### src/rtl/rdo_pkg.sv
package rdo_pkg;

    localparam int MARK_W   = 12;
    localparam int BYTE_W   = 8;
    localparam int FRAME_W  = MARK_W + 2 * BYTE_W;
    localparam int BITCNT_W = $clog2(FRAME_W);

    localparam logic [MARK_W-1:0] HDR_MARK = 12'b0111_1111_1100;
    localparam logic [MARK_W-1:0] TRL_MARK = 12'b0111_1111_1111;

    typedef logic [BYTE_W-1:0]  byte_t;
    typedef logic [FRAME_W-1:0] frame_t;

    typedef struct packed {
        logic  no_rd;
        byte_t evt;
    } slot_t;

    typedef struct packed {
        logic       trunc;
        logic       no_rd;
        logic       ovf;
        logic [4:0] zero;
    } tflags_t;

    typedef enum logic [2:0] {
        ST_IDLE,
        ST_HDR,
        ST_TOKEN,
        ST_WAIT,
        ST_TRL
    } rd_state_t;

    function automatic frame_t hdr_word(input byte_t evt, input byte_t waiting);
        return {HDR_MARK, evt, waiting};
    endfunction

    function automatic frame_t trl_word(input tflags_t flg, input byte_t stat);
        return {TRL_MARK, flg, stat};
    endfunction

endpackage

### src/rtl/rdo_trig_stack.sv
module rdo_trig_stack
    import rdo_pkg::*;
#(
    parameter int DEPTH = 32,
    parameter int LIMIT = 16
) (
    input  logic                       clk_i,
    input  logic                       rst_i,
    input  logic                       trig_i,
    input  logic                       pop_i,
    input  logic                       ovf_clr_i,
    output slot_t                      head_o,
    output logic [$clog2(DEPTH+1)-1:0] cnt_o,
    output logic                       ovf_o
);
    localparam int PTR_W = $clog2(DEPTH);
    localparam int CNT_W = $clog2(DEPTH + 1);

    slot_t             mem [DEPTH];
    logic [PTR_W-1:0]  wp_q, rp_q;
    logic [CNT_W-1:0]  cnt_q;
    byte_t             evt_q;
    logic              ovf_q;
    logic              full, accept, drop, do_pop;

    assign full   = (cnt_q == CNT_W'(DEPTH));
    assign accept = trig_i && !full;
    assign drop   = trig_i && full;
    assign do_pop = pop_i && (cnt_q != '0);

    always_ff @(posedge clk_i) begin
        if (accept) begin
            mem[wp_q].no_rd <= (cnt_q >= CNT_W'(LIMIT));
            mem[wp_q].evt   <= evt_q + 8'd1;
        end
    end

    always_ff @(posedge clk_i) begin
        if (rst_i) begin
            wp_q  <= '0;
            rp_q  <= '0;
            cnt_q <= '0;
            evt_q <= '0;
            ovf_q <= 1'b0;
        end else begin
            if (accept) begin
                wp_q  <= (wp_q == PTR_W'(DEPTH - 1)) ? '0 : wp_q + PTR_W'(1);
                evt_q <= evt_q + 8'd1;
            end
            if (do_pop)
                rp_q <= (rp_q == PTR_W'(DEPTH - 1)) ? '0 : rp_q + PTR_W'(1);
            cnt_q <= cnt_q + CNT_W'(accept) - CNT_W'(do_pop);
            ovf_q <= (ovf_q && !ovf_clr_i) || drop;
        end
    end

    assign head_o = mem[rp_q];
    assign cnt_o  = cnt_q;
    assign ovf_o  = ovf_q;

    // occupancy never exceeds the stack depth
    a_r7_cnt_bound: assert property (@(posedge clk_i) disable iff (rst_i)
        cnt_q <= CNT_W'(DEPTH));

    // a trigger on a full stack with no pop leaves it full and raises overflow
    a_r9_drop_keeps_full: assert property (@(posedge clk_i) disable iff (rst_i)
        (trig_i && full && !pop_i) |=> (full && ovf_q));

    // event numbering advances by one per accepted trigger only
    a_r3_evt_step: assert property (@(posedge clk_i) disable iff (rst_i)
        accept |=> (evt_q == $past(evt_q) + 8'd1));
    a_r3_evt_hold: assert property (@(posedge clk_i) disable iff (rst_i)
        (!trig_i || full) |=> $stable(evt_q));

endmodule

### src/rtl/rdo_frame_shift.sv
module rdo_frame_shift
    import rdo_pkg::*;
(
    input  logic   clk_i,
    input  logic   rst_i,
    input  logic   load_i,
    input  frame_t word_i,
    input  logic   shift_i,
    output logic   msb_o
);
    frame_t sreg_q;

    always_ff @(posedge clk_i) begin
        if (rst_i)
            sreg_q <= '0;
        else if (load_i)
            sreg_q <= word_i;
        else if (shift_i)
            sreg_q <= {sreg_q[FRAME_W-2:0], 1'b0};
    end

    assign msb_o = sreg_q[FRAME_W-1];

    // each shift moves the next lower bit into the output position
    a_r2_shift_order: assert property (@(posedge clk_i) disable iff (rst_i)
        (shift_i && !load_i) |=> (sreg_q[FRAME_W-1] == $past(sreg_q[FRAME_W-2])));

endmodule

### src/rtl/rdo_token_timer.sv
module rdo_token_timer #(
    parameter int TMR_W = 16
) (
    input  logic             clk_i,
    input  logic             rst_i,
    input  logic             clr_i,
    input  logic [TMR_W-1:0] limit_i,
    output logic             expired_o
);
    logic [TMR_W-1:0] tmr_q;

    always_ff @(posedge clk_i) begin
        if (rst_i || clr_i)
            tmr_q <= '0;
        else if (!expired_o)
            tmr_q <= tmr_q + TMR_W'(1);
    end

    assign expired_o = (tmr_q >= limit_i);

    // while waiting and not yet expired, the timer counts every cycle
    a_r6_timer_counts: assert property (@(posedge clk_i) disable iff (rst_i)
        (!clr_i && !expired_o) |=> (tmr_q == $past(tmr_q) + TMR_W'(1)));

endmodule

### src/rtl/rdo_token_ctrl.sv
module rdo_token_ctrl
    import rdo_pkg::*;
#(
    parameter int DEPTH = 32,
    parameter int LIMIT = 16,
    parameter int TMR_W = 16
) (
    input  logic             clk_i,
    input  logic             rst_i,
    input  logic             trig_i,
    input  logic             tok_in_i,
    input  logic [TMR_W-1:0] timeout_i,
    input  logic [7:0]       status_i,
    output logic             tok_out_o,
    output logic             ser_o,
    output logic             valid_o
);
    localparam int CNT_W = $clog2(DEPTH + 1);
    localparam logic [BITCNT_W-1:0] LAST_BIT = BITCNT_W'(FRAME_W - 1);

    rd_state_t            st_q, st_d;
    logic [BITCNT_W-1:0]  bit_q;
    logic                 no_rd_q;
    slot_t                head;
    logic [CNT_W-1:0]     cnt;
    logic                 ovf;
    logic                 pop, load, shift, ovf_clr, expired, last_bit;
    frame_t               word;
    tflags_t              flg;

    rdo_trig_stack #(.DEPTH(DEPTH), .LIMIT(LIMIT)) u_stack (
        .clk_i     (clk_i),
        .rst_i     (rst_i),
        .trig_i    (trig_i),
        .pop_i     (pop),
        .ovf_clr_i (ovf_clr),
        .head_o    (head),
        .cnt_o     (cnt),
        .ovf_o     (ovf)
    );

    rdo_frame_shift u_shift (
        .clk_i   (clk_i),
        .rst_i   (rst_i),
        .load_i  (load),
        .word_i  (word),
        .shift_i (shift),
        .msb_o   (ser_o)
    );

    rdo_token_timer #(.TMR_W(TMR_W)) u_timer (
        .clk_i     (clk_i),
        .rst_i     (rst_i),
        .clr_i     (st_q != ST_WAIT),
        .limit_i   (timeout_i),
        .expired_o (expired)
    );

    assign last_bit = (bit_q == LAST_BIT);

    always_comb begin
        st_d    = st_q;
        pop     = 1'b0;
        load    = 1'b0;
        shift   = 1'b0;
        ovf_clr = 1'b0;
        word    = '0;
        flg     = '{trunc: 1'b0, no_rd: no_rd_q, ovf: ovf, zero: 5'd0};
        unique case (st_q)
            ST_IDLE: begin
                if (cnt != '0) begin
                    pop  = 1'b1;
                    load = 1'b1;
                    word = hdr_word(head.evt, byte_t'(cnt - CNT_W'(1)));
                    st_d = ST_HDR;
                end
            end
            ST_HDR: begin
                shift = 1'b1;
                if (last_bit) begin
                    if (no_rd_q) begin
                        load    = 1'b1;
                        ovf_clr = 1'b1;
                        word    = trl_word(flg, status_i);
                        st_d    = ST_TRL;
                    end else begin
                        st_d = ST_TOKEN;
                    end
                end
            end
            ST_TOKEN: st_d = ST_WAIT;
            ST_WAIT: begin
                if (tok_in_i || expired) begin
                    flg.trunc = !tok_in_i;
                    load      = 1'b1;
                    ovf_clr   = 1'b1;
                    word      = trl_word(flg, status_i);
                    st_d      = ST_TRL;
                end
            end
            ST_TRL: begin
                shift = 1'b1;
                if (last_bit)
                    st_d = ST_IDLE;
            end
            default: st_d = ST_IDLE;
        endcase
    end

    always_ff @(posedge clk_i) begin
        if (rst_i) begin
            st_q    <= ST_IDLE;
            bit_q   <= '0;
            no_rd_q <= 1'b0;
        end else begin
            st_q <= st_d;
            if (load)
                bit_q <= '0;
            else if (shift)
                bit_q <= bit_q + BITCNT_W'(1);
            if (pop)
                no_rd_q <= head.no_rd;
        end
    end

    assign valid_o   = (st_q == ST_HDR) || (st_q == ST_TRL);
    assign tok_out_o = (st_q == ST_TOKEN);

    // the token is a single-cycle pulse and never overlaps frame data
    a_r4_token_pulse: assert property (@(posedge clk_i) disable iff (rst_i)
        tok_out_o |=> !tok_out_o);
    a_r4_token_no_data: assert property (@(posedge clk_i) disable iff (rst_i)
        !(tok_out_o && valid_o));
    a_r4_token_after_hdr: assert property (@(posedge clk_i) disable iff (rst_i)
        (st_q == ST_HDR && last_bit && !no_rd_q) |=> tok_out_o);

    // a returned token starts the trailer on the next cycle
    a_r5_trl_on_return: assert property (@(posedge clk_i) disable iff (rst_i)
        (st_q == ST_WAIT && tok_in_i) |=> (valid_o && st_q == ST_TRL));

    // an expired timer ends the wait
    a_r6_timeout_exit: assert property (@(posedge clk_i) disable iff (rst_i)
        (st_q == ST_WAIT && expired) |=> (st_q == ST_TRL));

    // a suppressed event goes straight from header to trailer
    a_r8_no_token: assert property (@(posedge clk_i) disable iff (rst_i)
        (st_q == ST_HDR && last_bit && no_rd_q) |=> (valid_o && !tok_out_o));

endmodule

### config.mk
export PLATFORM = sky130hd
export DESIGN_NAME = rdo_token_ctrl
export DESIGN_NICKNAME = d
export VERILOG_FILES = /design/src/rtl/rdo_pkg.sv /design/src/rtl/rdo_trig_stack.sv /design/src/rtl/rdo_frame_shift.sv /design/src/rtl/rdo_token_timer.sv /design/src/rtl/rdo_token_ctrl.sv
export SDC_FILE = /design/constraint.sdc
export NUM_CORES = 1
export LEC_CHECK = 0
export CORE_MARGIN = 4
export CORE_UTILIZATION = 40
export CTS_BUF_LIST = sky130_fd_sc_hd__clkbuf_8
export DETAILED_ROUTE_END_ITERATION = 16
export PLACE_DENSITY = 0.63
export SETUP_SLACK_MARGIN = 0.1
export SYNTH_ARGS = -nofsm -noshare
export SYNTH_HDL_FRONTEND = slang
export SYNTH_SLANG_ARGS = --single-unit
### constraint.sdc
create_clock -name clk_i -period 4.75 [get_ports clk_i]
set_clock_uncertainty 0.1 [all_clocks]
set_input_delay 0.7125 -clock clk_i [delete_from_list [all_inputs] [get_ports clk_i]]
set_output_delay 0.7125 -clock clk_i [all_outputs]
set_load 0.005 [all_outputs]
==> results_dict.tcl <==
set metrics [dict create \
    syn_nets 1089 \
    grt_pass1_vias 8911 \
    vias_per_cell 5.460 \
    crit_chain "nand2b_1 -> a21o_1 -> buf_4 -> inv_1 -> clkdlybuf4s50_1" \
    yosys_warnings 0 \
    synthFlopType "edfxtp_1" \
    grt_start_max_net_pins 62 \
    fillCellCount 3403 \
    core_mm2 0.03874 \
    finalWirelength_um 33480 \
    fin_crit_sh_pct 75.69 \
    dr.first_iter.drc_count 706 \
    hold_viol 0 \
    num_vias 8977 \
    finalSetupViolations 0 \
    fp.dieW_um 206.0 \
    internal_power_mw 5.947 \
    cts_root_buf "clkbuf_8" \
    synth_cell_types 66 \
    cp-start-kind "flip-flop" \
    cts_tree "done" \
    clk_latency_ps 620 \
    status "finished clean" \
    ir_drop_uv 284.4 \
    p_sw_mw 2.696 \
    track_usage_pct 15.97 \
    async_reset_ff_share_pct 0 \
    synth.avg_cell_area_um2 15.37 \
    grt_pass1_wl_um 52180 \
    wl_per_cell_um 20.36 \
    place_congestion 0.7673 \
    ys_ff_latch 371 \
    path_max_fanout 25 \
    drive_above_1_share_pct 17.50 \
    required_ps 3940 \
    p_sw_share_pct 31.19 \
    leakage_nw 5.890 \
    comb_power_share_pct 26.0 \
    drc 0 \
    final_common_cell "edfxtp_1" \
    syn_inst 1020 \
    cp_slowest_cell "clkdlybuf4s50_1" \
    yosysSeqAreaShare_pct 65.75 \
    arrival_ps 2780 \
    hp-class "reg -> reg" \
    cts.clk_slew.worst_paths_ps 70 \
    max_freq_mhz 278.2 \
    syn_to_final_growth_pct 12.22 \
    power.share.sequential_pct 46.3 \
    synth_edf_count 288 \
    die_area_mm2 0.04243 \
    ctsHoldBuffers 0 \
    power_mw 8.643 \
    die_y_um 206.0 \
    cts.sinks 371 \
    end_kind "output port" \
    cts_max_path_buffers 3 \
    syn_area_mm2 0.01568 \
    cts_max_level 2 \
    rsz0062_at_grt "no" \
    rrSetupSlack_ps 1480 \
    post-cts-setup-buffers 0 \
    core.rowCount 72 \
    n_antenna_cell 0 \
    slew-limit-headroom_pct 21.41 \
    crit_type "reg -> out" \
    ctsResizeCount 0 \
    power_per_cell_area_mw_per_mm2 491.2 \
    grt_overflow 0 \
    start_util_pct 40.48 \
    num_io_pins 31 \
    p_clk_share_pct 27.7 \
    slew_viol_final 0 \
    tns_ps 0 \
    first_pass_iters 8 \
    min_period_ps 3595 \
    place_hpwl_um 20710 \
    maxCapViolations 0 \
    portBuffers 30 \
    final_cell_mix "edfxtp_1 (288), dfxtp_1 (81), mux4_2 (80)" \
    ant_nets 0 \
    max_stage_delay_ps 630 \
    cts-buffers-inserted 57 \
    antenna_found_initial 0 \
    nets 1147 \
    worst_slew_pin_slew_ps 1179 \
]
## worst max-delay path: cells and delay by family (launching register included)
family | cells | cell delay, ps
buf+inv | 3 | 1390
compound gates | 1 | 190
simple gates | 1 | 190
flops | 1 | 390
## power by group through the flow
stage	registers [mW]	logic, mW	clock network, mW
3_5_place_dp	4.07	2.26	0
2_1_floorplan	3.90	1.81	0
6_report	4.00	2.25	2.39
4_1_cts	4.01	2.27	2.47
3_3_place_gp	4.07	2.23	0
5_1_grt	4.03	2.48	2.62
## state kept, by name, indices dropped and copies added, names as in the netlist, named ones only
signal and flops:
u_timer.tmr_q 16, u_stack.evt_q 8, u_stack.cnt_o 6, bit_q 5
no_rd_q 1, st_q 3, u_stack.wp_q 5, u_stack.mem 288
u_stack.ovf_o 1, u_shift.sreg_q 28, u_stack.rp_q 5
## cells in the mapped netlist, types with 15 or more instances
master      n  share of area (%)
dfxtp_1    83                 11
buf_2      17               0.54
edfxtp_1  288                 55
ha_1       40                3.2
nor3_1     19               0.61
o21ai_0    16               0.51
a21oi_1    47                1.5
mux4_2     80                 11
nor2_1     75                1.8
nand2_1    66                1.6
clkbuf_1   25               0.60
nand3_1    15               0.48
inv_1      42                1.0
## per-layer routing
metal  part of all wire, %  track usage (%)  vias to the layer above
li1                      -                -                     4119
met1                    44            22.32                     4524
met2                    47            25.47                      283
met3                   6.6            3.327                       51
met4                   2.2            4.705                        0
met5                     0                0                        -
## metrics by stage
| step | setup slack [ps] | std cells | util (%) | hold WS (ps) | cell area (um^2) |
|---|---|---|---|---|---|
| after floorplan | 1926 | 1020 | - | 347.2 | 15680 |
| after global placement | 833.0 | 1537 | 42.77 | 363.1 | 16570 |
| after detailed placement | 718.9 | 1537 | 42.77 | 369.8 | 16570 |
| after CTS | 1117 | 1644 | 45.42 | 378.3 | 17600 |
| after global routing | 919.9 | 1644 | 45.42 | 393.5 | 17600 |
| final | 1155 | 1644 | 45.42 | 375.7 | 17600 |
## cells by family after synthesis
| family | synth area share (%) |
|---|---|
| xor+xnor | 1.396 |
| mux | 12.53 |
| flops | 65.75 |
| compound gates | 7.214 |
| simple gates | 7.014 |
| buf+inv | 2.777 |
| fa+ha+maj | 3.320 |
## path summary, 6_finish.rpt
path / startpoint / endpoint / cells past startpoint
worst max-delay path: st_q[0] / valid_o / 5
worst min-delay path: u_shift.sreg_q[22] / u_shift.sreg_q[23] / 2
worst max register to register: u_timer.tmr_q[12] / u_timer.tmr_q[5] / 7
worst min register to register: u_shift.sreg_q[22] / u_shift.sreg_q[23] / 2
## cell type report
| cell class | instances | area (um^2) | area share (%) |
|---|---|---|---|
| clock buffers | 57 | 784.5 | 4.459 |
| clock inverters | 50 | 242.7 | 1.380 |
| inverters | 42 | 157.7 | 0.8960 |
| multi-input cells | 555 | 4980 | 28.30 |
| flip-flops and latches | 371 | 10320 | 58.64 |
| well taps | 518 | 648.1 | 3.683 |
| repair buffers | 51 | 465.4 | 2.645 |
Power figures use the tool's default switching activity.
